### src/rtl/rid_xlate_pkg.sv
package rid_xlate_pkg;
  // Strobes from control to datapath for one cycle.
  typedef struct packed {
    logic maskWr;   // load global mask
    logic entryWr;  // load one table entry
    logic lookup;   // a request is accepted this edge
  } xlateStrobe_t;
endpackage

### src/rtl/rid_xlate_ctrl.sv
module rid_xlate_ctrl
  import rid_xlate_pkg::*;
(
  input  logic         clk,
  input  logic         rstN,
  input  logic         cfgMaskWr,
  input  logic         cfgEntryWr,
  input  logic         reqValid,
  output xlateStrobe_t strobe,
  output logic         respValid
);
  always_comb begin
    strobe.maskWr  = cfgMaskWr;
    strobe.entryWr = cfgEntryWr;
    strobe.lookup  = reqValid;
  end

  // One-cycle result pipeline: valid follows accepted request.
  always_ff @(posedge clk or negedge rstN) begin
    if (!rstN) respValid <= 1'b0;
    else       respValid <= reqValid;
  end
endmodule

### src/rtl/rid_xlate_dp.sv
module rid_xlate_dp
  import rid_xlate_pkg::*;
#(
  parameter int NUM_ENTRIES = 4,
  parameter int RID_W       = 16,
  parameter int TGT_W       = 2,
  localparam int LEN_W      = RID_W + 1,
  localparam int IDX_W      = (NUM_ENTRIES > 1) ? $clog2(NUM_ENTRIES) : 1
) (
  input  logic             clk,
  input  logic             rstN,
  input  xlateStrobe_t     strobe,
  input  logic [RID_W-1:0] cfgMask,
  input  logic [IDX_W-1:0] cfgEntry,
  input  logic             cfgValid,
  input  logic [RID_W-1:0] cfgRidBase,
  input  logic [TGT_W-1:0] cfgTarget,
  input  logic [RID_W-1:0] cfgOutBase,
  input  logic [LEN_W-1:0] cfgLength,
  input  logic [RID_W-1:0] reqRid,
  output logic             respHit,
  output logic [TGT_W-1:0] respTarget,
  output logic [RID_W-1:0] respSpec
);
  logic [RID_W-1:0] ridMask;
  logic             entValid [NUM_ENTRIES];
  logic [RID_W-1:0] entBase  [NUM_ENTRIES];
  logic [TGT_W-1:0] entTgt   [NUM_ENTRIES];
  logic [RID_W-1:0] entOut   [NUM_ENTRIES];
  logic [LEN_W-1:0] entLen   [NUM_ENTRIES];

  // Table and mask storage; writes land at the edge, so a lookup
  // accepted at the same edge still reads the previous contents.
  always_ff @(posedge clk or negedge rstN) begin
    if (!rstN) begin
      ridMask <= '1;
      for (int i = 0; i < NUM_ENTRIES; i++) begin
        entValid[i] <= 1'b0;
        entBase[i]  <= '0;
        entTgt[i]   <= '0;
        entOut[i]   <= '0;
        entLen[i]   <= '0;
      end
    end else begin
      if (strobe.maskWr) ridMask <= cfgMask;
      for (int i = 0; i < NUM_ENTRIES; i++) begin
        if (strobe.entryWr && (cfgEntry == IDX_W'(i))) begin
          entValid[i] <= cfgValid;
          entBase[i]  <= cfgRidBase;
          entTgt[i]   <= cfgTarget;
          entOut[i]   <= cfgOutBase;
          entLen[i]   <= cfgLength;
        end
      end
    end
  end

  logic [RID_W-1:0]       maskedRid;
  logic [NUM_ENTRIES-1:0] entMatch;

  assign maskedRid = reqRid & ridMask;

  // Parallel half-open range compare, one comparator pair per entry.
  for (genvar g = 0; g < NUM_ENTRIES; g++) begin : g_cmp
    logic [LEN_W-1:0] upperEx;
    logic             lowOk;
    logic             highOk;
    assign upperEx     = {1'b0, entBase[g]} + entLen[g];
    assign lowOk       = (maskedRid >= entBase[g]);
    assign highOk      = ({1'b0, maskedRid} < upperEx);
    assign entMatch[g] = entValid[g] && lowOk && highOk;
  end

  // Priority pick: lowest index wins (descending scan overwrites).
  logic             anyHit;
  logic [IDX_W-1:0] selIdx;
  always_comb begin
    anyHit = 1'b0;
    selIdx = '0;
    for (int i = NUM_ENTRIES - 1; i >= 0; i--) begin
      if (entMatch[i]) begin
        anyHit = 1'b1;
        selIdx = IDX_W'(i);
      end
    end
  end

  logic [RID_W-1:0] specNext;
  assign specNext = maskedRid - entBase[selIdx] + entOut[selIdx];

  always_ff @(posedge clk or negedge rstN) begin
    if (!rstN) begin
      respHit    <= 1'b0;
      respTarget <= '0;
      respSpec   <= '0;
    end else if (strobe.lookup && anyHit) begin
      respHit    <= 1'b1;
      respTarget <= entTgt[selIdx];
      respSpec   <= specNext;
    end else begin
      respHit    <= 1'b0;
      respTarget <= '0;
      respSpec   <= '0;
    end
  end
endmodule

### src/rtl/rid_xlate.sv
module rid_xlate
  import rid_xlate_pkg::*;
#(
  parameter int NUM_ENTRIES = 4,
  parameter int RID_W       = 16,
  parameter int TGT_W       = 2,
  localparam int IDX_W      = (NUM_ENTRIES > 1) ? $clog2(NUM_ENTRIES) : 1
) (
  input  logic             clk,
  input  logic             rstN,
  input  logic             cfgMaskWr,
  input  logic [RID_W-1:0] cfgMask,
  input  logic             cfgEntryWr,
  input  logic [IDX_W-1:0] cfgEntry,
  input  logic             cfgValid,
  input  logic [RID_W-1:0] cfgRidBase,
  input  logic [TGT_W-1:0] cfgTarget,
  input  logic [RID_W-1:0] cfgOutBase,
  input  logic [RID_W:0]   cfgLength,
  input  logic             reqValid,
  input  logic [RID_W-1:0] reqRid,
  output logic             respValid,
  output logic             respHit,
  output logic [TGT_W-1:0] respTarget,
  output logic [RID_W-1:0] respSpec
);
  xlateStrobe_t strobe;

  rid_xlate_ctrl u_ctrl (
    .clk        (clk),
    .rstN       (rstN),
    .cfgMaskWr  (cfgMaskWr),
    .cfgEntryWr (cfgEntryWr),
    .reqValid   (reqValid),
    .strobe     (strobe),
    .respValid  (respValid)
  );

  rid_xlate_dp #(
    .NUM_ENTRIES (NUM_ENTRIES),
    .RID_W       (RID_W),
    .TGT_W       (TGT_W)
  ) u_dp (
    .clk        (clk),
    .rstN       (rstN),
    .strobe     (strobe),
    .cfgMask    (cfgMask),
    .cfgEntry   (cfgEntry),
    .cfgValid   (cfgValid),
    .cfgRidBase (cfgRidBase),
    .cfgTarget  (cfgTarget),
    .cfgOutBase (cfgOutBase),
    .cfgLength  (cfgLength),
    .reqRid     (reqRid),
    .respHit    (respHit),
    .respTarget (respTarget),
    .respSpec   (respSpec)
  );
endmodule

### config.mk
export PLATFORM = sky130hd
export DESIGN_NAME = rid_xlate
export DESIGN_NICKNAME = d
export VERILOG_FILES = /design/src/rtl/rid_xlate_pkg.sv /design/src/rtl/rid_xlate_ctrl.sv /design/src/rtl/rid_xlate_dp.sv /design/src/rtl/rid_xlate.sv
export SDC_FILE = /design/constraint.sdc
export NUM_CORES = 1
export LEC_CHECK = 0
export ABC_AREA = 1
export BUFFER_PORTS_ARGS = -buffer_cell sky130_fd_sc_hd__buf_2
export CORE_UTILIZATION = 30
export DETAILED_ROUTE_END_ITERATION = 8
export GPL_TIMING_DRIVEN = 0
export PLACE_DENSITY_LB_ADDON = 0.25
export SLEW_MARGIN = 10
export SYNTH_ARGS = -nofsm -noshare
export SYNTH_HDL_FRONTEND = slang
export SYNTH_SLANG_ARGS = --single-unit
### constraint.sdc
create_clock -name clk -period 8.8 [get_ports clk]
set_clock_uncertainty 0.05 [all_clocks]
set_input_delay 1.76 -clock clk [delete_from_list [all_inputs] [get_ports clk]]
set_output_delay 1.76 -clock clk [all_outputs]
set_load 0.02 [all_outputs]
== Word level (Yosys, flattened, before mapping) ==
Cells that the tools add are included.

* Add/subtract/negate cells: 6
* Order comparisons: 9
* Eq/ne operators: 3
* Mux-type cells: 20
* Bitwise gates (word level): 2
* Reductions and logical operators: 14

{| class="wikitable"
|+ Operators with widths
! operator !! count
|-
| $mux 16 || 5
|-
| $add 16x17->17 || 4
|-
| $lt 16x17->1 || 4
|-
| $bmux 16 s2 || 2
|-
| $ge 16x16->1 || 4
|-
| $add 16x16->16 || 1
|-
| $and 16x16->16 || 1
|-
| $sub 16x16->16 || 1
|-
| $mux 2 || 7
|-
| $logic_and 1x1->1 || 13
|-
| $mux 1 || 5
|-
| $bmux 2 s2 || 1
|-
| $eq 2x2->1 const B || 2
|-
| $ge 3x3->1 const B || 1
|-
| $not 2->3 || 1
|-
| $eq 2x1->1 const B || 1
|-
| $logic_not 2->1 || 1
|}

* Register bits after elaboration: 244
* Bits of input ports: 91
* Output and inout port bits: 20
* Word-level logic and storage cells: 79

== Logic depth before layout (Yosys ltp) ==
Gate-level depths: netlist (run 1).

* Depth in word-level cells: 15
* Mapped depth: 56
* Mapped depth without buffers: 54

== Hierarchy ==
From an unflattened synthesis (run 1), not the netlist that was laid out.

* Cells, all modules: 2032
* Area total of the unflattened synthesis: 16429.5 um2

{| class="wikitable"
|+ By module, submodules not included
! module !! times used !! cells an instance !! area an instance (um2) !! sequential area each (um2)
|-
| rid_xlate_dp || 1 || 2028 || 16382.0 || 6100.9
|-
| rid_xlate_ctrl || 1 || 4 || 47.5 || 25.0
|}

== Worst setup path before layout (run 1) ==
OpenSTA, ideal clock, no wires.

* Kind: input to register
* Start point: input reqRid[6]
* End point: register u_dp.respSpec[14]
* Setup time: 0.123 ns
* Arrival: 6.381 ns
* Required time: 8.627 ns
* Path slack: 2.245 ns
* Cell stages on the path: 42
* Buffers on the path: 3
* Cell sequence: nand2_1 -> inv_1 -> ha_1 -> a21oi_1 -> nor2_1 -> nor3b_1 -> nand2_1 -> nand2_1 -> nand2_1 -> nand2_1 -> nand2_1 -> nand2_1 -> nand2_1 -> nand2_1 -> nand2_2 -> nand2_4 -> nand2_4 -> buf_6 -> [... 6 more ...] -> fa_1 -> nand2_1 -> inv_1 -> o21ai_0 -> and2_1 -> inv_1 -> a21oi_1 -> nor2_1 -> o21ai_0 -> nand2_1 -> a21oi_1 -> nor2_1 -> o21ai_0 -> inv_1 -> o21ai_0 -> nand2_1 -> o21ai_0 -> a21oi_1

* Cells in the longest elaborated chain, start to end: 15
* Elaborated cells between the ends (all ways): 36
* Classes of those cells: add/sub: 2; order compare: 8; mux: 15; bitwise: 2; reduce/logical: 9

{| class="wikitable"
|+ RTL lines
! what !! RTL line !! RTL
|-
| start, declared || rid_xlate.sv:21 || <nowiki>input logic [RID_W-1:0] reqRid,</nowiki>
|-
| $and 16x16->16 (*) || rid_xlate_dp.sv:61 || <nowiki>assign maskedRid = reqRid & ridMask;</nowiki>
|-
| $ge 16x16->1 || rid_xlate_dp.sv:69 || <nowiki>assign lowOk = (maskedRid >= entBase[g]);</nowiki>
|-
| $logic_and 1x1->1 (2 in series) || rid_xlate_dp.sv:71 || <nowiki>assign entMatch[g] = entValid[g] && lowOk && highOk;</nowiki>
|-
| $mux 2 (4 in series) || rid_xlate_dp.sv:81 || <nowiki>if (entMatch[i]) begin</nowiki>
|-
| $not 2->3 (implied by the code) || rid_xlate_dp.sv:89 || <nowiki>assign specNext = maskedRid - entBase[selIdx] + entOut[selIdx];</nowiki>
|-
| $bmux 16 s2 || rid_xlate_dp.sv:89 ||
|-
| $mux 16 (implied by the code) (2 in series) || rid_xlate_dp.sv:89 ||
|-
| $sub 16x16->16 || rid_xlate_dp.sv:89 ||
|-
| $add 16x16->16 || rid_xlate_dp.sv:89 ||
|-
| $mux 16 (*) || rid_xlate_dp.sv:96 || <nowiki>end else if (strobe.lookup && anyHit) begin</nowiki>
|-
| end signal, assigned || rid_xlate_dp.sv:99 || <nowiki>respSpec <= specNext;</nowiki>
|-
| end, declared || rid_xlate_dp.sv:23 || <nowiki>output logic [RID_W-1:0] respSpec</nowiki>
|}

Mark *: on every way between the ends. The rest lies on a longest branch, timed or not. The select of a mux whose other input is x is not followed.
A chain may end at the register's enable or synchronous reset.

== Worst setup path after layout (run 1) ==
* Start point: register u_dp.entBase[50] in the netlist's numbering
* End point: register u_dp.respSpec[14]

* Cells in the longest elaborated chain, start to end: 11
* Elaborated cells between the ends (all ways): 18
* Classes of those cells: add/sub: 3; order compare: 2; mux: 9; bitwise: 1; reduce/logical: 3

{| class="wikitable"
|+ RTL lines
! what !! RTL line !! RTL
|-
| start, declared || rid_xlate_dp.sv:27 || <nowiki>logic [RID_W-1:0] entBase [NUM_ENTRIES];</nowiki>
|-
| start signal, assigned by index || rid_xlate_dp.sv:49 || <nowiki>entBase[i] <= cfgRidBase;</nowiki>
|-
| $add 16x17->17 / $ge 16x16->1 (equally long branches) || rid_xlate_dp.sv:68, rid_xlate_dp.sv:69 ||
|-
| $lt 16x17->1 / $logic_and 1x1->1 (equally long branches) || rid_xlate_dp.sv:70, rid_xlate_dp.sv:71 ||
|-
| $logic_and 1x1->1 || rid_xlate_dp.sv:71 ||
|-
| $mux 2 || rid_xlate_dp.sv:81 ||
|-
| $not 2->3 (implied by the code) || rid_xlate_dp.sv:89 ||
|-
| $bmux 16 s2 || rid_xlate_dp.sv:89 ||
|-
| $mux 16 (implied by the code) (2 in series) || rid_xlate_dp.sv:89 ||
|-
| $sub 16x16->16 || rid_xlate_dp.sv:89 ||
|-
| $add 16x16->16 || rid_xlate_dp.sv:89 ||
|-
| $mux 16 (*) || rid_xlate_dp.sv:96 ||
|}

Marks and branches as above.

==> flow_metrics.py, run 1 <==
metrics = {
    "status": {
        "outcome": "completed",
    },
    "power": {
        "p_comb_frac": 0.477,
        "seqPwrFrac": 0.274,
        "p_leak_nw": 9.80,
        "power_frac_clock": 0.249,
        "switching_share": 0.426,
        "powerDensity_nw_per_um2": 277,
        "vdd_drop_max_uv": 150,
        "internal_power_mw": 3.03,
        "switching_power_mw": 2.25,
    },
    "yosys": {
        "yosys_register_bits": 244,
        "synth_edf_count": 0,
        "ys_seq_area_frac": 0.371,
        "avgSynthCellArea_sq_um": 8.06,
        "synth_warnings": 0,
        "netlist_area_sq_um": 16500,
        "syn-num-nets": 2363,
        "ys_types": 45,
        "ys.flop_type": "dfrtp_1",
        "async_flop_share": 1.00,
        "synthCells": 2049,
    },
    "critical_path": {
        "crit_required_ns": 9.20,
        "crit_type": "reg2reg",
        "endpoint_kind": "register",
        "cp_slowest_cell": "fa_1",
        "cpPeakStageDelay_ns": 0.52,
        "cp_top_family": "compound AO/OA/AOI/OAI gates",
        "cp.buffers_inverters": 8,
        "cp-start-kind": "register",
        "path_max_fanout": 10,
        "path_common_cell": "nand2_1",
        "cp_data_arrival_time_ns": 8.25,
    },
    "place": {
        "place.gp.congestion": 0.908,
        "place_inst": 2856,
        "numPortBuffers": 109,
        "post-place-ws_ns": 0.463,
        "hpwlAfterDp_um": 42700,
        "place_area_sq_um": 18000,
    },
    "die": {
        "dieArea_sq_um": 56000,
        "core_sq_um": 54100,
        "row_count": 85,
        "fp.dieW_um": 237,
        "start_util": 0.305,
        "io_pins": 111,
        "dieHeight_um": 237,
    },
    "detailed_routing": {
        "detail_route.first_pass.iterations": 5,
        "drtAntennaViolNets": 0,
        "drt_iter0_drc": 1230,
        "wl_per_cell_um": 18.4,
        "via_count": 14400,
        "drc": 0,
        "wl_um": 53700,
        "vias_per_cell": 4.95,
    },
    "final_layout": {
        "final_cell_mix": "nand2_1, o21ai_0, inv_1",
        "design_area_sq_um": 19000,
        "areaGrowthSynthToFinish_pct": 15.3,
        "drive_gt1_frac": 0.109,
        "fin_cells": 2909,
        "nets": 2504,
        "n_antenna_cell": 0,
        "final_common_cell": "nand2_1",
    },
    "sta": {
        "hold_violations": 0,
        "fin_crit_ns": 7.85,
        "clock.fmax_mhz": 127,
        "tns_ns": 0,
        "finalWorstSetupSlack_ns": 0.952,
        "worstMarginPinSlew_ns": 0.940,
        "slew_viol_final": 0,
        "rsz0062_at_grt": "no",
        "slew_headroom": 0.373,
        "finalSetupViolCount": 0,
        "min_period_over_period": 0.892,
    },
    "cts": {
        "htreeDepth": 1,
        "post_cts_resized": 0,
        "cts.sinks": 244,
        "clockBufferDepth": 3,
        "clock_latency_ns": 0.58,
        "cts_buffers": 29,
        "root_buffer": "clkbuf_16",
        "cts_tree": "built",
        "cts.clk_slew.worst_paths_ns": 0.06,
        "ctsHoldBuffers": 0,
        "cts_setup_buffers": 0,
    },
    "global_routing": {
        "antenna_found_initial": 1,
        "grt_max_degree": 109,
        "overflow": 0,
        "track_usage": 0.193,
        "grt_pass1_wl_um": 83400,
        "grt_pass1_vias": 14100,
    },
    "job": {
        "drv_cap": 0,
    },
    "min_path": {
        "hold_class": "reg2reg",
    },
}
## final timing paths
path,cells after the start,from,slack (ns),end
min,2,u_dp.entOut[49],0.44,u_dp.entOut[49]
min reg2reg,2,u_dp.entOut[49],0.44,u_dp.entOut[49]
max reg2reg,51,u_dp.entBase[50],0.95,u_dp.respSpec[14]
max,51,u_dp.entBase[50],0.95,u_dp.respSpec[14]
min in group asynchronous,1,rstN,1.04,u_dp.entOut[21]
max in group asynchronous,2,rstN,6.72,u_dp.entBase[0]
## worst reg2reg max path, delay by kind of cell (launching register included)
kind / cells / cell delay, ns
flip-flops: 1 / 0.41
AO/OA/AOI/OAI: 17 / 2.84
XOR/XNOR: 1 / 0.17
buffers and inverters: 8 / 0.79
AND/OR/NAND/NOR: 21 / 1.90
adder cells (fa/ha/maj): 4 / 1.55
## sequential cells by signal, indices dropped and copies added (netlist names), 2 cells and up
| signal | flops |
|---|---|
| u_dp.entLen | 68 |
| u_dp.entValid | 4 |
| u_dp.entBase | 64 |
| u_dp.entTgt | 8 |
| u_dp.respSpec | 16 |
| u_dp.ridMask | 16 |
| u_dp.respTarget | 2 |
| u_dp.entOut | 64 |
## cell usage after synthesis (4+ instances only)
cell type | instances | area share
xnor2_1 | 17 | 0.0090
o21ai_0 | 271 | 0.082
nor3_1 | 25 | 0.0076
dfrtp_1 | 228 | 0.35
o21bai_1 | 13 | 0.0059
nand2_2 | 6 | 0.0023
nand2_1 | 465 | 0.11
fa_1 | 19 | 0.023
o21ai_1 | 33 | 0.010
nand4_1 | 7 | 0.0027
nand3_2 | 4 | 0.0024
a21oi_1 | 159 | 0.048
a32o_1 | 14 | 0.0085
a211oi_1 | 5 | 0.0023
dfstp_2 | 16 | 0.025
buf_2 | 9 | 0.0027
nand3_1 | 46 | 0.014
nor2_1 | 86 | 0.020
nand2_4 | 4 | 0.0027
inv_1 | 261 | 0.059
a31oi_1 | 5 | 0.0019
clkbuf_1 | 51 | 0.012
ha_1 | 204 | 0.15
inv_2 | 9 | 0.0020
xor2_1 | 43 | 0.023
mux2_2 | 16 | 0.011
o21a_1 | 5 | 0.0023
## kinds of logic after synthesis
family,count (synthesis),share of synthesized area
AOI/OAI and AO/OA,522,0.171
adders and majority gates,223,0.178
and+or+nand+nor,647,0.159
muxes,16,0.0109
DFF,244,0.371
xor gates and xnor gates,60,0.0318
buffers and inverters,337,0.0793
## power groups by stage
stage | clock network [mW] | logic (mW) | registers (mW)
2_1_floorplan | 0 | 1.79 | 1.44
3_3_place_gp | 0 | 2.45 | 1.46
3_5_place_dp | 0 | 2.50 | 1.46
4_1_cts | 1.35 | 2.52 | 1.44
5_1_grt | 1.39 | 2.89 | 1.47
6_report | 1.32 | 2.52 | 1.44
## layout make-up
type	count	area, sq um
fill	5625	35100
multi-input combinational	1468	9080
sequential	244	6130
inverter	270	1010
tap	696	871
clock buffer	39	833
timing repair buffer	111	611
buffer	66	293
clock inverter	15	209
## metal layers
metal / track usage / wire, um / vias up
met1: 0.269 / 24900 / 6901
met4: 0.0472 / 1330 / 0
li1: - / - / 7055
met2: 0.309 / 24100 / 370
met5: 0 / 0 / -
met3: 0.0345 / 3410 / 70
## per-stage QoR
| stage | util | power, mW | hold slack (ns) |
|---|---|---|---|
| after detailed placement | 0.332 | 3.96 | 0.423 |
| after CTS | 0.352 | 5.31 | 0.438 |
| after global routing | 0.352 | 5.74 | 0.458 |
| after floorplan | - | 3.23 | 0.398 |
| after global placement | 0.331 | 3.91 | 0.415 |
| final | 0.352 | 5.28 | 0.437 |
Power figures use the tool's default switching activity.
==> inputs of run 2 (changes only) <==
- CTS_BUF_LIST: unset -> sky130_fd_sc_hd__clkbuf_8
==> run 2 against run 1 <==
  * Fmax decreased by 1.6%
  * Largest cell class unchanged
  * Critical endpoint unchanged
  * Worst setup slack worse by 0.13 ns
  * Combinational power about the same
==> flow_metrics.py, run 2 (synthesis gave the netlist of run 1 again) <==
metrics = {
    "critical_path": {
        "cp_top_family": "compound AO/OA/AOI/OAI gates",
        "crit_required_ns": 9.28,
        "cp.buffers_inverters": 8,
        "path_common_cell": "nand2_1",
        "r2r_cells": 51,
        "regToRegStartpoint": "u_dp.entLen[53]",
        "cpPeakStageDelay_ns": 0.56,
        "cp_slowest_cell": "clkbuf_1",
        "endpoint_kind": "register",
        "path_max_fanout": 11,
        "rrSetupSlack_ns": 0.83,
        "cp-start-kind": "register",
        "crit_type": "reg2reg",
        "r2r-end": "u_dp.respSpec[14]",
        "cp_data_arrival_time_ns": 8.45,
    },
    "sta": {
        "hold_ws_ns": 0.437,
        "worstMarginPinSlew_ns": 0.948,
        "slew_headroom": 0.368,
        "rsz0062_at_grt": "no",
        "tns_ns": 0,
        "fin_crit_ns": 7.97,
        "hold_violations": 0,
        "min_period_over_period": 0.906,
        "clock.fmax_mhz": 125,
        "slew_viol_final": 0,
        "finalSetupViolCount": 0,
        "finalWorstSetupSlack_ns": 0.826,
    },
    "global_routing": {
        "grt_max_degree": 109,
        "grt_pass1_wl_um": 84300,
        "track_usage": 0.197,
        "grt_pass1_vias": 14300,
        "overflow": 0,
        "antenna_found_initial": 1,
    },
    "cts": {
        "cts_buffers": 46,
        "post_cts_resized": 0,
        "htreeDepth": 2,
        "cts_setup_buffers": 0,
        "root_buffer": "clkbuf_8",
        "clockBufferDepth": 3,
        "cts_tree": "built",
        "cts.sinks": 244,
        "cts.clk_slew.worst_paths_ns": 0.06,
        "clock_latency_ns": 0.65,
        "ctsHoldBuffers": 0,
    },
    "min_path": {
        "holdPathEnd": "u_dp.entOut[35]",
        "holdCritStartpoint": "u_dp.entOut[35]",
        "hold_class": "reg2reg",
        "holdPathStages": 2,
    },
    "place": {
        "place.gp.congestion": 0.908,
        "numPortBuffers": 109,
        "post-place-ws_ns": 0.463,
        "hpwlAfterDp_um": 42700,
    },
    "status": {
        "outcome": "completed",
    },
    "die": {
        "fp.dieW_um": 237,
        "dieHeight_um": 237,
        "dieArea_sq_um": 56000,
        "core_sq_um": 54100,
        "start_util": 0.305,
        "io_pins": 111,
        "row_count": 85,
    },
    "detailed_routing": {
        "drt_iter0_drc": 1035,
        "wl_um": 54100,
        "drtAntennaViolNets": 0,
        "vias_per_cell": 4.94,
        "wl_per_cell_um": 18.4,
        "detail_route.first_pass.iterations": 5,
        "via_count": 14500,
        "drc": 0,
    },
    "final_layout": {
        "nets": 2522,
        "final_cell_mix": "nand2_1, inv_1, o21ai_0",
        "largest_reg_flops": 68,
        "areaGrowthSynthToFinish_pct": 14.5,
        "largestRegisters": "u_dp.entLen (68), u_dp.entBase (64), u_dp.entOut (64)",
        "top_register": "u_dp.entLen",
        "fill_cells": 5683,
        "drive_gt1_frac": 0.113,
        "final_common_cell": "nand2_1",
    },
    "power": {
        "switching_power_mw": 2.27,
        "p_total_mw": 5.10,
        "switching_share": 0.446,
        "power_frac_clock": 0.221,
        "p_leak_nw": 9.82,
        "seqPwrFrac": 0.284,
        "internal_power_mw": 2.83,
        "vdd_drop_max_uv": 119,
        "p_comb_frac": 0.495,
        "powerDensity_nw_per_um2": 270,
    },
    "job": {
        "drv_cap": 0,
    },
}
==> run 2: cell types whose count changed in the layout (fill, tap and decap cells not counted), sizes merged <==
cell      previous run  this run
inv                271       289
clkinv               7         2
diode                0         1
clkbuf              89       110
bufinv               5         0
clkinvlp             2         0
==> run 2: final cells by class <==
class,instances,area (sq um),area share
tap,696,871,0.0461
inverter,270,1010,0.0536
timing repair buffer,111,611,0.0323
multi-input combinational,1468,9080,0.480
antenna,1,2.50,0.000132
clock buffer,59,812,0.0429
clock inverter,21,101,0.00536
buffer,67,297,0.0157
sequential,244,6130,0.324
==> run 2: per-layer routing <==
layer | GRT usage | vias to the layer above | routed length (um)
met5 | 0 | - | 0
met4 | 0.0480 | 0 | 1010
met3 | 0.0339 | 66 | 3010
met2 | 0.312 | 383 | 24400
met1 | 0.276 | 6978 | 25700
li1 | - | 7090 | -
==> run 2: through the flow <==
| stage | cell area, sq um | std cells | utilization |
|---|---|---|---|
| floorplan | 16500 | 2049 | - |
| global placement | 17900 | 2854 | 0.331 |
| detailed placement | 18000 | 2856 | 0.332 |
| CTS | 18900 | 2936 | 0.349 |
| global route | 18900 | 2936 | 0.349 |
| finish | 18900 | 2937 | 0.349 |
==> run 2: worst max path at each step <==
stage | slack [ns] | from | endpoint | cells after the start
2_1_floorplan | 2.25 | reqRid[6] | u_dp.respSpec[14] | 42
3_3_place_gp | 0.47 | reqRid[1] | u_dp.respSpec[14] | 39
3_5_place_dp | 0.46 | reqRid[1] | u_dp.respSpec[14] | 39
4_1_cts | 0.88 | u_dp.entLen[53] | u_dp.respSpec[14] | 51
5_1_grt | 0.0004 | u_dp.entBase[50] | u_dp.respSpec[14] | 51
6_report | 0.83 | u_dp.entLen[53] | u_dp.respSpec[14] | 51
==> run 2: power groups by stage <==
stage	clock network (mW)	registers, mW	logic [mW]
after floorplan	0	1.44	1.79
after global placement	0	1.46	2.45
after detailed placement	0	1.46	2.50
after CTS	1.16	1.44	2.52
after global routing	1.21	1.47	2.89
final	1.13	1.45	2.52
==> run 2: worst register-to-register path, delay by kind of cell, from the launching register on <==
kind,cells,cell delay (ns)
buf+inv,8,1.00
xor+xnor,1,0.09
simple gates,22,2.10
flops,1,0.39
fa+ha+maj,4,1.62
compound gates,16,2.62
